--- config.mk ---
export PLATFORM = sky130hd
export DESIGN_NAME = audio_bitclk_gen
export DESIGN_NICKNAME = d
export VERILOG_FILES = /design/src/rtl/audclk_pkg.sv /design/src/rtl/audclk_divider.sv /design/src/rtl/audclk_sequencer.sv /design/src/rtl/audio_bitclk_gen.sv
export SDC_FILE = /design/constraint.sdc
export NUM_CORES = 1
export LEC_CHECK = 0
export BUFFER_PORTS_ARGS = -buffer_cell sky130_fd_sc_hd__buf_4
export CAP_MARGIN = 30
export CELL_PAD_IN_SITES_DETAIL_PLACEMENT = 1
export CELL_PAD_IN_SITES_GLOBAL_PLACEMENT = 1
export CORE_MARGIN = 5
export CORE_UTILIZATION = 48
export CTS_BUF_LIST = sky130_fd_sc_hd__clkbuf_4 sky130_fd_sc_hd__clkbuf_8
export DETAILED_ROUTE_END_ITERATION = 6
export GPL_TIMING_DRIVEN = 0
export PLACE_DENSITY_LB_ADDON = 0.1
export SYNTH_ARGS = -nofsm -noshare
export SYNTH_HDL_FRONTEND = slang
export SYNTH_SLANG_ARGS = --single-unit
export TNS_END_PERCENT = 5
--- constraint.sdc ---
create_clock -name clk -period 3.7 [get_ports clk]
set_clock_uncertainty 0.2 [all_clocks]
set_input_delay 0.74 -clock clk [delete_from_list [all_inputs] [get_ports clk]]
set_output_delay 0.74 -clock clk [all_outputs]
set_load 0.01 [all_outputs]
--- src/rtl/audclk_pkg.sv ---
package audclk_pkg;

    localparam int BIT_W = 6;

    typedef enum logic [2:0] {
        SEQ_OFF    = 3'd0,
        SEQ_L_RUN  = 3'd1,
        SEQ_L_GATE = 3'd2,
        SEQ_R_RUN  = 3'd3,
        SEQ_R_GATE = 3'd4
    } seq_state_e;

    // Bits per channel half-frame for a length code.
    function automatic logic [BIT_W-1:0] half_bits(input logic [1:0] code);
        unique case (code)
            2'd0:    half_bits = BIT_W'(16);
            2'd1:    half_bits = BIT_W'(24);
            default: half_bits = BIT_W'(32);
        endcase
    endfunction

    // Active bits per half-frame for a gating code; zero means no gating.
    function automatic logic [BIT_W-1:0] gate_bits(input logic [2:0] code);
        unique case (code)
            3'd1:    gate_bits = BIT_W'(12);
            3'd2:    gate_bits = BIT_W'(16);
            3'd3:    gate_bits = BIT_W'(20);
            3'd4:    gate_bits = BIT_W'(24);
            default: gate_bits = '0;
        endcase
    endfunction

endpackage

--- src/rtl/audclk_divider.sv ---
module audclk_divider #(
    parameter int DIV_W = 12
) (
    input  logic             clk,
    input  logic             rst_n,
    input  logic             clear,
    input  logic             advance,
    input  logic [DIV_W-1:0] div_val,
    output logic             rise_tick,
    output logic             fall_tick
);

    localparam int CNT_W = DIV_W + 1;

    logic [CNT_W-1:0] period;
    logic [CNT_W-1:0] period_m1;
    logic [CNT_W-1:0] half_m1;
    logic [CNT_W-1:0] cnt;

    always_comb begin
        period    = {1'b0, div_val} + CNT_W'(2);
        period_m1 = period - CNT_W'(1);
        half_m1   = (period >> 1) - CNT_W'(1);
    end

    always_ff @(posedge clk or negedge rst_n) begin
        if (!rst_n) begin
            cnt <= '0;
        end else if (clear) begin
            cnt <= '0;
        end else if (advance) begin
            if (cnt == period_m1) begin
                cnt <= '0;
            end else begin
                cnt <= cnt + CNT_W'(1);
            end
        end
    end

    assign rise_tick = advance && !clear && (cnt == half_m1);
    assign fall_tick = advance && !clear && (cnt == period_m1);

endmodule

--- src/rtl/audclk_sequencer.sv ---
module audclk_sequencer
    import audclk_pkg::*;
(
    input  logic             clk,
    input  logic             rst_n,
    input  logic             gen_en,
    input  logic             rise_tick,
    input  logic             fall_tick,
    input  logic [BIT_W-1:0] half_len,
    input  logic [BIT_W-1:0] gate_len,
    output logic             is_off,
    output logic             bclk,
    output logic             ws,
    output logic             left_start,
    output logic             tx_stb,
    output logic             rx_stb
);

    seq_state_e       state;
    seq_state_e       next_state;
    logic [BIT_W-1:0] bit_idx;
    logic             last_bit;
    logic             gate_hit;
    logic             cur_run;
    logic             nxt_run;
    logic             nxt_right;
    logic             cur_right;

    always_comb begin
        last_bit = (bit_idx == half_len - BIT_W'(1));
        gate_hit = (gate_len != '0) && (bit_idx + BIT_W'(1) == gate_len);
    end

    always_comb begin
        next_state = state;
        unique case (state)
            SEQ_OFF: begin
                if (gen_en) next_state = SEQ_L_RUN;
            end
            SEQ_L_RUN: begin
                if (fall_tick) begin
                    if (last_bit)      next_state = SEQ_R_RUN;
                    else if (gate_hit) next_state = SEQ_L_GATE;
                end
            end
            SEQ_L_GATE: begin
                if (fall_tick && last_bit) next_state = SEQ_R_RUN;
            end
            SEQ_R_RUN: begin
                if (fall_tick) begin
                    if (last_bit)      next_state = SEQ_L_RUN;
                    else if (gate_hit) next_state = SEQ_R_GATE;
                end
            end
            SEQ_R_GATE: begin
                if (fall_tick && last_bit) next_state = SEQ_L_RUN;
            end
            default: next_state = SEQ_OFF;
        endcase
        if (!gen_en) next_state = SEQ_OFF;
    end

    always_comb begin
        cur_run   = (state == SEQ_L_RUN) || (state == SEQ_R_RUN);
        cur_right = (state == SEQ_R_RUN) || (state == SEQ_R_GATE);
        nxt_run   = (next_state == SEQ_L_RUN) || (next_state == SEQ_R_RUN);
        nxt_right = (next_state == SEQ_R_RUN) || (next_state == SEQ_R_GATE);
    end

    // State register and bit position within the half-frame.
    always_ff @(posedge clk or negedge rst_n) begin
        if (!rst_n) begin
            state   <= SEQ_OFF;
            bit_idx <= '0;
        end else begin
            state <= next_state;
            if (next_state == SEQ_OFF || state == SEQ_OFF) begin
                bit_idx <= '0;
            end else if (fall_tick) begin
                bit_idx <= last_bit ? '0 : bit_idx + BIT_W'(1);
            end
        end
    end

    // Registered outputs.
    always_ff @(posedge clk or negedge rst_n) begin
        if (!rst_n) begin
            bclk       <= 1'b0;
            ws         <= 1'b0;
            left_start <= 1'b0;
            tx_stb     <= 1'b0;
            rx_stb     <= 1'b0;
        end else if (next_state == SEQ_OFF) begin
            bclk       <= 1'b0;
            ws         <= 1'b0;
            left_start <= 1'b0;
            tx_stb     <= 1'b0;
            rx_stb     <= 1'b0;
        end else begin
            ws         <= nxt_right;
            left_start <= (next_state == SEQ_L_RUN) &&
                          ((state == SEQ_OFF) || cur_right);
            tx_stb     <= (state == SEQ_OFF) || (fall_tick && nxt_run);
            rx_stb     <= rise_tick && cur_run;
            if (fall_tick || state == SEQ_OFF) begin
                bclk <= 1'b0;
            end else if (rise_tick && cur_run) begin
                bclk <= 1'b1;
            end
        end
    end

    assign is_off = (state == SEQ_OFF);

endmodule

--- src/rtl/audio_bitclk_gen.sv ---
module audio_bitclk_gen
    import audclk_pkg::*;
#(
    parameter int DIV_W = 12
) (
    input  logic             clk,
    input  logic             rst_n,
    input  logic             gen_en,
    input  logic             div_en,
    input  logic [DIV_W-1:0] div_val,
    input  logic [1:0]       half_code,
    input  logic [2:0]       gate_code,
    output logic             bclk,
    output logic             ws,
    output logic             left_start,
    output logic             tx_bit_stb,
    output logic             rx_bit_stb
);

    logic             seq_off;
    logic             rise_tick;
    logic             fall_tick;
    logic [DIV_W-1:0] cfg_div;
    logic [BIT_W-1:0] cfg_half;
    logic [BIT_W-1:0] cfg_gate;

    // Settings follow the inputs only while generation is idle.
    always_ff @(posedge clk or negedge rst_n) begin
        if (!rst_n) begin
            cfg_div  <= '0;
            cfg_half <= half_bits(2'd0);
            cfg_gate <= '0;
        end else if (seq_off) begin
            cfg_div  <= div_val;
            cfg_half <= half_bits(half_code);
            cfg_gate <= gate_bits(gate_code);
        end
    end

    audclk_divider #(.DIV_W(DIV_W)) u_div (
        .clk       (clk),
        .rst_n     (rst_n),
        .clear     (seq_off),
        .advance   (div_en),
        .div_val   (cfg_div),
        .rise_tick (rise_tick),
        .fall_tick (fall_tick)
    );

    audclk_sequencer u_seq (
        .clk        (clk),
        .rst_n      (rst_n),
        .gen_en     (gen_en),
        .rise_tick  (rise_tick),
        .fall_tick  (fall_tick),
        .half_len   (cfg_half),
        .gate_len   (cfg_gate),
        .is_off     (seq_off),
        .bclk       (bclk),
        .ws         (ws),
        .left_start (left_start),
        .tx_stb     (tx_bit_stb),
        .rx_stb     (rx_bit_stb)
    );

endmodule

==> impl_results.md, run 1 <==
- Status: completed
- Final Non-Filler Cells: 542
- CP max-delay cell: or4_1
- Worst Path Arrival: 3.60 ns
- Placed Area: 3800 um^2
- Placed Cells: 531
- Die W: 95.1 um
- Initial Util: 48.8%
- Ys Warns: 0
- Int Pwr: 0.901 mW
- Peak supply drop: 0.184 mV
- Clock root buffer: clkbuf_8
- Chip Height: 95.1 um
- Final Routed Wirelength: 9330 um
- Critical Path Fanout Max: 10
- Logic pwr share: 28.8%
- Async SR Flop Fraction: 100%
- Fin. max-slew vios: 0
- Synth Register Bits: 45
- First-pass GRT wire length: 15900 um
- Slew HR: 53.3%
- Data required, critical path: 3.71 ns
- Flop pwr share: 40.8%
- Grt total ovfl: 0
- P_leak: 1.77 nW
- Worst reg-to-reg path cell count: 13
- Clk pin slew, worst setup/hold paths: 0.10 ns
- Total Routing Usage GR: 22.6%
- RSZ-0062 raised after global routing: yes
- Cell taking the most area after synthesis: dfrtp_1
- Core area: 7140 um^2
- Final min period: 3.59 ns
- Yosys top cell area share: 31.6%
- Syn-to-layout area delta: 14.7%
- First-pass detailed-route iteration total: 4
- Final setup viols: 0
- ANT cells: 0
- CP Launch Type: flop
- Maximum clock rate: 279 MHz
- Initial antenna violation count: 0
- Worst stage delay on the critical path: 0.54 ns
- Worst reg-to-reg setup slack: 0.11 ns
- Ys flop type: dfrtp_1
- Area contributors post-synth: dfrtp_1 32%, xnor2_1 10%, nand2_1 7.9%, xnor3_1 3.9%, o21ai_0 3.5%
- Dpl hpwl: 6950 um
- Critical path type: reg -> reg
- DR WL/cell: 17.2 um
- Mapped Avg Cell Area: 8.57 um^2
- Maxcap violations: 0
- Register area share after synthesis: 32.4%
- Port Buffers: 25
- CP Capture Type: flop
- Vias in the first global route: 3221
- # clock sinks: 45
- Die area: 9050 um^2
- H-tree Lvls: 2
- Worst Hold Class: in -> async
- DRT antenna net count: 0
- CP Cell Sequence: ha_1 > buf_4 > xnor2_4 > nand3b_1 > or2_4 > or4_1 > nand4_1 > nor4_4 > buf_4 > buf_4 > and4_1 > a211o_1 > and2_1
- Drt drc: 0
- Setup TNS: 0 ns
- Iteration-0 DRC count of the detailed router: 91
- Final Cell Area: 3990 um^2
- Post-Syn Instances: 406
- Sw Share: 31.5%
- NetSw: 0.414 mW
- Period utilisation layout: 97.0%
- Post-synth EDFFs: 0
- Reg area: 1130 um^2
- # nets final: 470
- Synth unique cells: 53
- Synthesized net count: 434
- Fillers: 880
- Vias: 3084
- Final-report hold violation count: 0
- Multi-input gate area: 2230 um^2
- Clock latency on the worst-skew pair: 0.31 ns
- Worst-Margin Slew: 0.694 ns
- Mapped Area: 3480 um^2
- CTS Buffer Depth: 2
- CTS tree: built
- Rows: 31
- Routability cong.: 0.874
- Num CTS Buffers: 5
- Via density: 5.69
- Cell Pwr Density: 329 nW/um^2
- Clk network pwr share: 30.4%
- Top cell by count, worst path: buf_4
- Largest net degree at the start of global routing: 46
- Layout cells sized above 1: 15.6%
- Ports: 26
==> critical path: cells and delay by family, from the launching register on <==
kind	cells	cell delay (ns)
AND/OR/NAND/NOR	7	1.58
AO/OA/AOI/OAI	1	0.31
flip-flops	1	0.44
buffers and inverters	3	0.48
XOR/XNOR	1	0.23
adder cells (fa/ha/maj)	1	0.26
==> layer usage <==
layer  GRT usage, %  routed length [um]  vias up
li1               -                   -     1497
met1           29.8                4260     1524
met2           39.8                4660       58
met3           3.00                 338        5
met4           3.97                  67        0
met5              0                   0        -
==> what timing repair did <==
action	in CTS	in global routing
resized for setup	5	6
setup buffers	3	0
endpoints found under the setup margin	16	16
pin swaps	1	3
hold buffers	0	0
==> path summary, 6_finish.rpt <==
| check | from | to |
|---|---|---|
| max | cfg_div[1] | u_seq.state[0] |
| min | rst_n | u_div.cnt[1] |
| max reg2reg | cfg_div[1] | u_seq.state[0] |
| min reg2reg | cfg_half[4] | cfg_half[4] |
| max in group asynchronous | rst_n | cfg_div[3] |
| min in group clk | cfg_half[4] | cfg_half[4] |
==> Yosys cell counts, drive strengths merged (2+ instances only) <==
library cell	n
nand2	75
dfrtp	44
xnor2	42
o21ai	24
nor2	19
nand3	18
buf	15
nor3	13
xor2	13
clkbuf	12
and3	10
nor3b	10
a21o	9
a21oi	9
ha	7
inv	7
nand4	7
or3	7
nand3b	6
nor4	6
xnor3	6
a311oi	4
a31oi	4
mux2i	4
a211o	3
o22ai	3
o31a	3
o31ai	3
or4	3
and2	2
o2111ai	2
==> layout make-up <==
cell class | instances | area share, %
Tap cell | 99 | 3.10
Timing Repair Buffer | 29 | 5.39
Clock inverter | 2 | 0.940
Clock buffer | 6 | 2.07
Buffer | 27 | 3.64
Sequential cell | 45 | 28.2
Multi-Input combinational cell | 327 | 56.0
Inverter | 7 | 0.658
==> per-stage QoR <==
stage / util [%] / total power [mW] / hold slack [ns] / worst slack (ns)
after global routing: 55.9 / 1.39 / 0.261 / -0.0144
final: 55.9 / 1.31 / 0.225 / 0.113
after detailed placement: 53.2 / 0.911 / 0.286 / -0.0873
after global placement: 53.1 / 0.897 / 0.270 / -0.0240
after CTS: 55.6 / 1.32 / 0.251 / 0.0175
after floorplan: - / 0.812 / 0.244 / 0.512
==> flip-flops by register name, summed over array words and instances (netlist names) <==
name,cells
u_seq.bit_idx,6
cfg_gate,3
u_div.cnt,13
u_seq.state,3
cfg_half,3
u_seq.left_start,1
cfg_div,12
u_seq.ws,1
u_seq.bclk,1
u_seq.tx_stb,1
u_seq.rx_stb,1
==> placed cells by master, fill, tap and decap left out, types with 3 or more instances in the layout <==
master,Yosys,routed
nand4_1,7,7
clkbuf_1,12,11
xnor3_1,6,6
a21o_1,9,9
o31a_1,3,3
a21oi_1,9,9
nor2_1,19,19
a311oi_1,4,4
a31oi_1,4,3
xor2_1,13,12
mux2i_1,4,4
clkbuf_8,0,6
or3_1,7,7
o21ai_0,24,24
o22ai_1,3,3
and3_1,10,10
or4_1,3,3
nand3_1,18,18
buf_2,11,11
inv_1,7,7
dfrtp_1,44,44
nand2_1,73,73
xnor2_1,41,41
nor4_1,5,5
nor3_1,12,10
a211o_1,3,3
buf_6,3,3
ha_1,7,7
nand3b_1,6,6
buf_4,1,30
nor3b_1,10,10
==> kinds of logic after synthesis <==
group / Yosys count / synth area share, %
multiplexers: 4 / 1.15
buffers and inverters: 34 / 4.82
XOR/XNOR: 62 / 18.6
adder cells (fa/ha/maj): 7 / 2.52
AO/OA/AOI/OAI: 73 / 14.3
AND/OR/NAND/NOR: 181 / 26.2
flip-flops: 45 / 32.4
==> power by group through the flow <==
stage | registers [mW] | logic (mW) | clock network (mW)
after floorplan | 0.541 | 0.270 | 0
after global placement | 0.544 | 0.352 | 0
after detailed placement | 0.546 | 0.365 | 0
after CTS | 0.537 | 0.377 | 0.405
after global routing | 0.540 | 0.421 | 0.429
final | 0.537 | 0.379 | 0.399
(Power assumes the default switching activity.)
==> inputs of run 2 (changes only) <==
--- a/config.mk
+++ b/config.mk
@@ -5,10 +5,11 @@
 export SDC_FILE = /design/constraint.sdc
 export NUM_CORES = 1
 export LEC_CHECK = 0
-export BUFFER_PORTS_ARGS = -buffer_cell sky130_fd_sc_hd__buf_4
+export BUFFER_PORTS_ARGS = -buffer_cell sky130_fd_sc_hd__buf_2
 export CAP_MARGIN = 30
 export CELL_PAD_IN_SITES_DETAIL_PLACEMENT = 1
 export CELL_PAD_IN_SITES_GLOBAL_PLACEMENT = 1
+export CORE_ASPECT_RATIO = 1.5
 export CORE_MARGIN = 5
 export CORE_UTILIZATION = 48
 export CTS_BUF_LIST = sky130_fd_sc_hd__clkbuf_4 sky130_fd_sc_hd__clkbuf_8
==> impl_results.md, run 2 (synthesis gave the netlist of run 1 again) <==
- Flop pwr share: 43.1% (+2.3 points)
- Total Routing Usage GR: 22.6% (about the same)
- Port Buffers: 25 (unchanged)
- Core area: 7180 um^2 (+0.60%)
- # nets final: 473 (+0.64%)
- Largest net degree at the start of global routing: 41 (-11%)
- Final Routed Wirelength: 9580 um (+2.7%)
- Num CTS Buffers: 5 (unchanged)
- Iteration-0 DRC count of the detailed router: 172 (+89%)
- RSZ-0062 raised after global routing: no
- Hold_buf cts: 0 (unchanged)
- Peak supply drop: 0.219 mV (+19%)
- Die W: 79.5 um (-16%)
- Int Pwr: 0.832 mW (-7.6%)
- First-pass GRT wire length: 16000 um (+0.78%)
- Clk network pwr share: 25.7% (-4.7 points)
- Initial antenna violation count: 0 (unchanged)
- CP max-delay cell: or4_1
- Delay-heaviest family, CP: simple AND/OR/NAND/NOR gates
- Worst-Margin Slew: 0.615 ns (-0.0784 ns)
- Maximum clock rate: 281 MHz (+0.83%)
- Clock latency on the worst-skew pair: 0.30 ns (about the same)
- CP Capture Type: flop
- DR WL/cell: 17.6 um (+2.0%)
- Logic pwr share: 31.3% (+2.5 points)
- Dpl hpwl: 7510 um (+8.0%)
- Commonest non-fill, non-tap cell in the layout: nand2_1
- Die area: 9090 um^2 (+0.39%)
- H-tree Lvls: 2 (unchanged)
- Worst Path Arrival: 3.56 ns (-0.04 ns)
- Worst Hold Class: in -> async
- Critical Path Fanout Max: 10 (unchanged)
- Final min period: 3.56 ns (-0.0296 ns)
- Final-report hold violation count: 0 (unchanged)
- NetSw: 0.413 mW (-0.19%)
- Final setup viols: 0 (unchanged)
- Overall Power: 1.25 mW (-5.3%)
- CP Launch Type: flop
- Top cell by count, worst path: buf_4
- Pre-CTS setup slack: -0.199 ns (-0.112 ns)
- Clock root buffer: clkbuf_8
- Rows: 38 (+23%)
- Chip Height: 114 um (+20%)
- Clk pin slew, worst setup/hold paths: 0.09 ns (about the same)
- Worst Path Buf+Inv: 3 (unchanged)
- DRT antenna net count: 0 (unchanged)
- Ports: 26 (unchanged)
- Layout cells sized above 1: 15.9% (+0.34 points)
- Vias in the first global route: 3366 (+4.5%)
- Most frequent cells in the layout: 73 x nand2_1, 44 x dfrtp_1, 41 x xnor2_1
- Drt drc: 0 (unchanged)
- Worst stage delay on the critical path: 0.55 ns (about the same)
- Slew HR: 58.6% (+5.3 points)
- Status: completed
- Syn-to-layout area delta: 13.3%
- P_leak: 1.76 nW (-0.61%)
- Grt total ovfl: 0 (unchanged)
- Maxcap violations: 0 (unchanged)
- Worst setup margin: 0.142 ns (+0.0296 ns)
- Initial Util: 48.5% (-0.29 points)
- CTS tree: built
- Max reg flops: 13 (unchanged)
- ANT cells: 0 (unchanged)
- Data required, critical path: 3.70 ns (about the same)
- CTS Buffer Depth: 2 (unchanged)
- Via density: 5.75 (+1.0%)
- # clock sinks: 45 (unchanged)
- Vias: 3139 (+1.8%)
- First-pass detailed-route iteration total: 4 (unchanged)
- Cell Pwr Density: 316 nW/um^2 (-4.1%)
- Worst reg-to-reg setup slack: 0.14 ns (+0.03 ns)
- Fin. max-slew vios: 0 (unchanged)
- Sw Share: 33.2% (+1.7 points)
- Period utilisation layout: 96.1% (-0.80 points)
- Largest reg by FF count: u_div.cnt
- Routability cong.: 0.926 (+5.9%)
- Top Registers: u_div.cnt x13, cfg_div x12, u_seq.bit_idx x6
- CP Cell Sequence: ha_1 > buf_4 > xnor2_4 > nand3b_1 > or2_4 > or4_1 > nand4_1 > nor4_4 > buf_4 > buf_4 > and4_1 > a211o_1 > and2_1
- Critical path type: reg -> reg
-- run 2: cell types whose count changed in the layout (fill, tap and decap cells not counted), sizes merged --
cell	before	now
buf	44	47
bufinv	1	0
clkbuf	18	19
-- run 2: metrics by stage --
step	setup TNS [ns]	hold slack, ns	util, %	cell area, um^2	instances
4_1_cts	0	0.0522	54.1	3890	543
3_5_place_dp	-1.35	0.287	52.3	3750	533
3_3_place_gp	-0.251	0.271	52.0	3730	531
6_report	0	0.0538	54.9	3940	546
2_1_floorplan	0	0.244	-	3480	406
5_1_grt	0	0.0566	54.9	3940	546
-- run 2: final cells by class --
| class | instances | area (um^2) |
|---|---|---|
| Buffer | 27 | 145 |
| Timing Repair Buffer | 32 | 188 |
| Sequential cell | 45 | 1130 |
| Multi-Input combinational cell | 327 | 2240 |
| Inverter | 7 | 26.3 |
| Tap cell | 100 | 125 |
| Clock buffer | 7 | 83.8 |
| Fill cell | 890 | 3240 |
| Clock inverter | 1 | 7.51 |
-- run 2: what timing repair did --
item,in CTS,in global routing
setup buffers,2,3
hold endpoints to repair,0,0
gates resized for setup,3,9
pin swaps,2,3
endpoints found under the setup margin,15,17
cloned,0,0
-- run 2: final timing paths --
check                                  from             end  depth (start not counted)
worst max-delay path             cfg_div[1]  u_seq.state[0]                         13
worst min-delay path                  rst_n    u_div.cnt[6]                          1
worst max register to register   cfg_div[1]  u_seq.state[0]                         13
worst min register to register  cfg_half[4]     cfg_half[4]                          2
max in group asynchronous             rst_n     cfg_half[4]                          2
min in group clk                cfg_half[4]     cfg_half[4]                          2
-- run 2: power groups by stage --
stage	registers (mW)	clock network, mW	logic [mW]
final	0.537	0.320	0.389
after global routing	0.540	0.352	0.431
after CTS	0.537	0.330	0.375
after detailed placement	0.547	0	0.367
after global placement	0.544	0	0.349
after floorplan	0.541	0	0.270
-- run 2: metal layers --
metal	share of wire [%]	wire, um	GRT usage, %
met2	56	5360	43.9
met5	0	0	0
met4	2.3	222	7.34
met1	40	3840	24.7
met3	1.7	162	2.68
==> inputs of run 3 (changes only) <==
--- a/config.mk
+++ b/config.mk
@@ -16,6 +16,7 @@
 export DETAILED_ROUTE_END_ITERATION = 6
 export GPL_TIMING_DRIVEN = 0
 export PLACE_DENSITY_LB_ADDON = 0.1
+export RECOVER_POWER = 50
 export SYNTH_ARGS = -nofsm -noshare
 export SYNTH_HDL_FRONTEND = slang
 export SYNTH_SLANG_ARGS = --single-unit
==> impl_results.md, run 3 (synthesis gave the netlist of run 1 again) <==
- Dpl hpwl: 7510 um (unchanged)
- Vias in the first global route: 3366 (unchanged)
- RSZ-0062 raised after global routing: no
- First-pass detailed-route iteration total: 4 (unchanged)
- Maxcap violations: 1 (+1)
- # clock sinks: 45 (unchanged)
- Largest net degree at the start of global routing: 41 (unchanged)
- CTS tree: built
- Peak supply drop: 0.218 mV (about the same)
- Fin. max-slew vios: 41 (+41)
- Final Cell Area: 3920 um^2 (-0.48%)
- P_leak: 1.75 nW (-0.77%)
- Critical path type: reg -> reg
- Worst Path Arrival: 3.56 ns (about the same)
- ANT cells: 0 (unchanged)
- Die area: 9090 um^2 (unchanged)
- Worst reg-to-reg setup slack: 0.14 ns (about the same)
- Die W: 79.5 um (unchanged)
- Commonest non-fill, non-tap cell in the layout: nand2_1
- Fillers: 891 (+0.11%)
- Max reg flops: 13 (unchanged)
- Final-report hold violation count: 0 (unchanged)
- Worst-Margin Slew: 2.19 ns (+1.58 ns)
- Period utilisation layout: 96.2% (about the same)
- Total Routing Usage GR: 22.6% (unchanged)
- Final Routed Wirelength: 9610 um (+0.22%)
- Rows: 38 (unchanged)
- Worst reg-to-reg path cell count: 13 (unchanged)
- Iteration-0 DRC count of the detailed router: 155 (-9.9%)
- Clk pin slew, worst setup/hold paths: 0.09 ns (about the same)
- H-tree Lvls: 2 (unchanged)
- Data required, critical path: 3.70 ns (about the same)
- Drt drc: 0 (unchanged)
- Top Registers: u_div.cnt x13, cfg_div x12, u_seq.bit_idx x6
- Chip Height: 114 um (unchanged)
- Slew HR: -46.3% (-100 points)
- Ports: 26 (unchanged)
- # nets final: 473 (unchanged)
- Status: complete, but fails checks
- First-pass GRT wire length: 16000 um (unchanged)
- Critical Path Fanout Max: 10 (unchanged)
- Maximum clock rate: 281 MHz (about the same)
- Num CTS Buffers: 5 (unchanged)
- CP Capture Type: flop
- Cell Pwr Density: 317 nW/um^2 (+0.33%)
- Initial Util: 48.5% (unchanged)
- Routability cong.: 0.926 (unchanged)
- R2R Path End: u_seq.state[0]
- Initial antenna violation count: 0 (unchanged)
- DR WL/cell: 17.6 um (+0.22%)
- Via density: 5.75 (about the same)
- FF-to-FF Start: cfg_div[1]
- Syn-to-layout area delta: 12.8%
- DRT antenna net count: 0 (unchanged)
- Utilization after layout: 54.7% (-0.26 points)
- Most frequent cells in the layout: 73 x nand2_1, 44 x dfrtp_1, 41 x xnor2_1
- Final Non-Filler Cells: 546 (unchanged)
- Hold_buf cts: 0 (unchanged)
- Layout cells sized above 1: 15.2% (-0.67 points)
- Clock latency on the worst-skew pair: 0.30 ns (about the same)
- Placed Area: 3750 um^2 (unchanged)
- Final setup viols: 0 (unchanged)
- Port Buffers: 25 (unchanged)
- Largest reg by FF count: u_div.cnt
- Failing checks: capacitance limit, slew limit
- Vias: 3138 (-0.032%)
- Worst Hold Class: in -> async
- Placed Cells: 533 (unchanged)
- Grt total ovfl: 0 (unchanged)
- Core area: 7180 um^2 (unchanged)
- CP Launch Type: flop
- Final min period: 3.56 ns (+0.00208 ns)
- Clock root buffer: clkbuf_8
- CTS Buffer Depth: 2 (unchanged)
[run 3: cell types whose count changed in the layout (fill, tap and decap cells not counted), sizes merged]
| cell | previous run | this run |
|---|---|---|
| buf | 47 | 44 |
| clkbuf | 19 | 22 |
[run 3: power by group]
group          leakage, nW  total, mW  switching, mW  internal [mW]
Combinational         1.11      0.387          0.223          0.164
Clock               0.0453      0.320          0.171          0.149
Sequential           0.591      0.537         0.0195          0.517
Total                 1.75       1.24          0.414          0.830
[run 3: critical path, cell delays in order (launching register included)]
cell	delay, ns
dfrtp_1	0.43
ha_1	0.23
buf_4	0.19
xnor2_4	0.21
nand3b_1	0.14
or2_4	0.30
or4_1	0.54
nand4_1	0.18
nor4_4	0.07
buf_4	0.14
buf_4	0.14
and4_1	0.21
a211o_1	0.30
and2_1	0.16
[run 3: through the flow]
step / setup WS [ns] / TNS, ns / hold WS (ns) / total power, mW
global placement: -0.0645 / -0.251 / 0.271 / 0.893
global route: 0.0129 / 0 / 0.117 / 1.32
finish: 0.140 / 0 / 0.0845 / 1.24
CTS: 0.00208 / 0 / 0.0522 / 1.24
detailed placement: -0.199 / -1.35 / 0.287 / 0.913
floorplan: 0.512 / 0 / 0.244 / 0.812
[run 3: what timing repair did]
item                                    4_1_cts  5_1_grt
pin swaps                                     2        3
resized for setup                             3        9
buffers inserted                              2        3
endpoints found under the setup margin       15       17
[run 3: per-layer routing]
layer,track usage (%),wire (um)
met1,24.7,3810
met5,0,0
met3,2.68,189
met2,43.9,5390
met4,7.34,212
[run 3: layout make-up]
class                           count  area [um^2]  share of cell area, %
Clock buffer                        7         83.8                   2.14
Buffer                             27          145                   3.70
Clock inverter                      1         7.51                  0.191
Inverter                            7         26.3                  0.670
Timing Repair Buffer               32          169                   4.30
Tap cell                          100          125                   3.19
Multi-Input combinational cell    327         2240                   57.1
Sequential cell                    45         1130                   28.7
[run 3: worst max path at each step]
stage | depth (start not counted) | start | slack (ns) | to
after floorplan | 12 | cfg_div[1] | 0.51 | u_seq.bit_idx[5]
after global routing | 12 | cfg_div[1] | 0.01 | u_seq.bit_idx[0]
after global placement | 12 | cfg_div[1] | -0.06 | u_div.cnt[10]
after detailed placement | 12 | cfg_div[1] | -0.20 | u_div.cnt[10]
final | 13 | cfg_div[1] | 0.14 | u_seq.state[0]
after CTS | 13 | cfg_div[1] | 0.002 | u_seq.state[0]
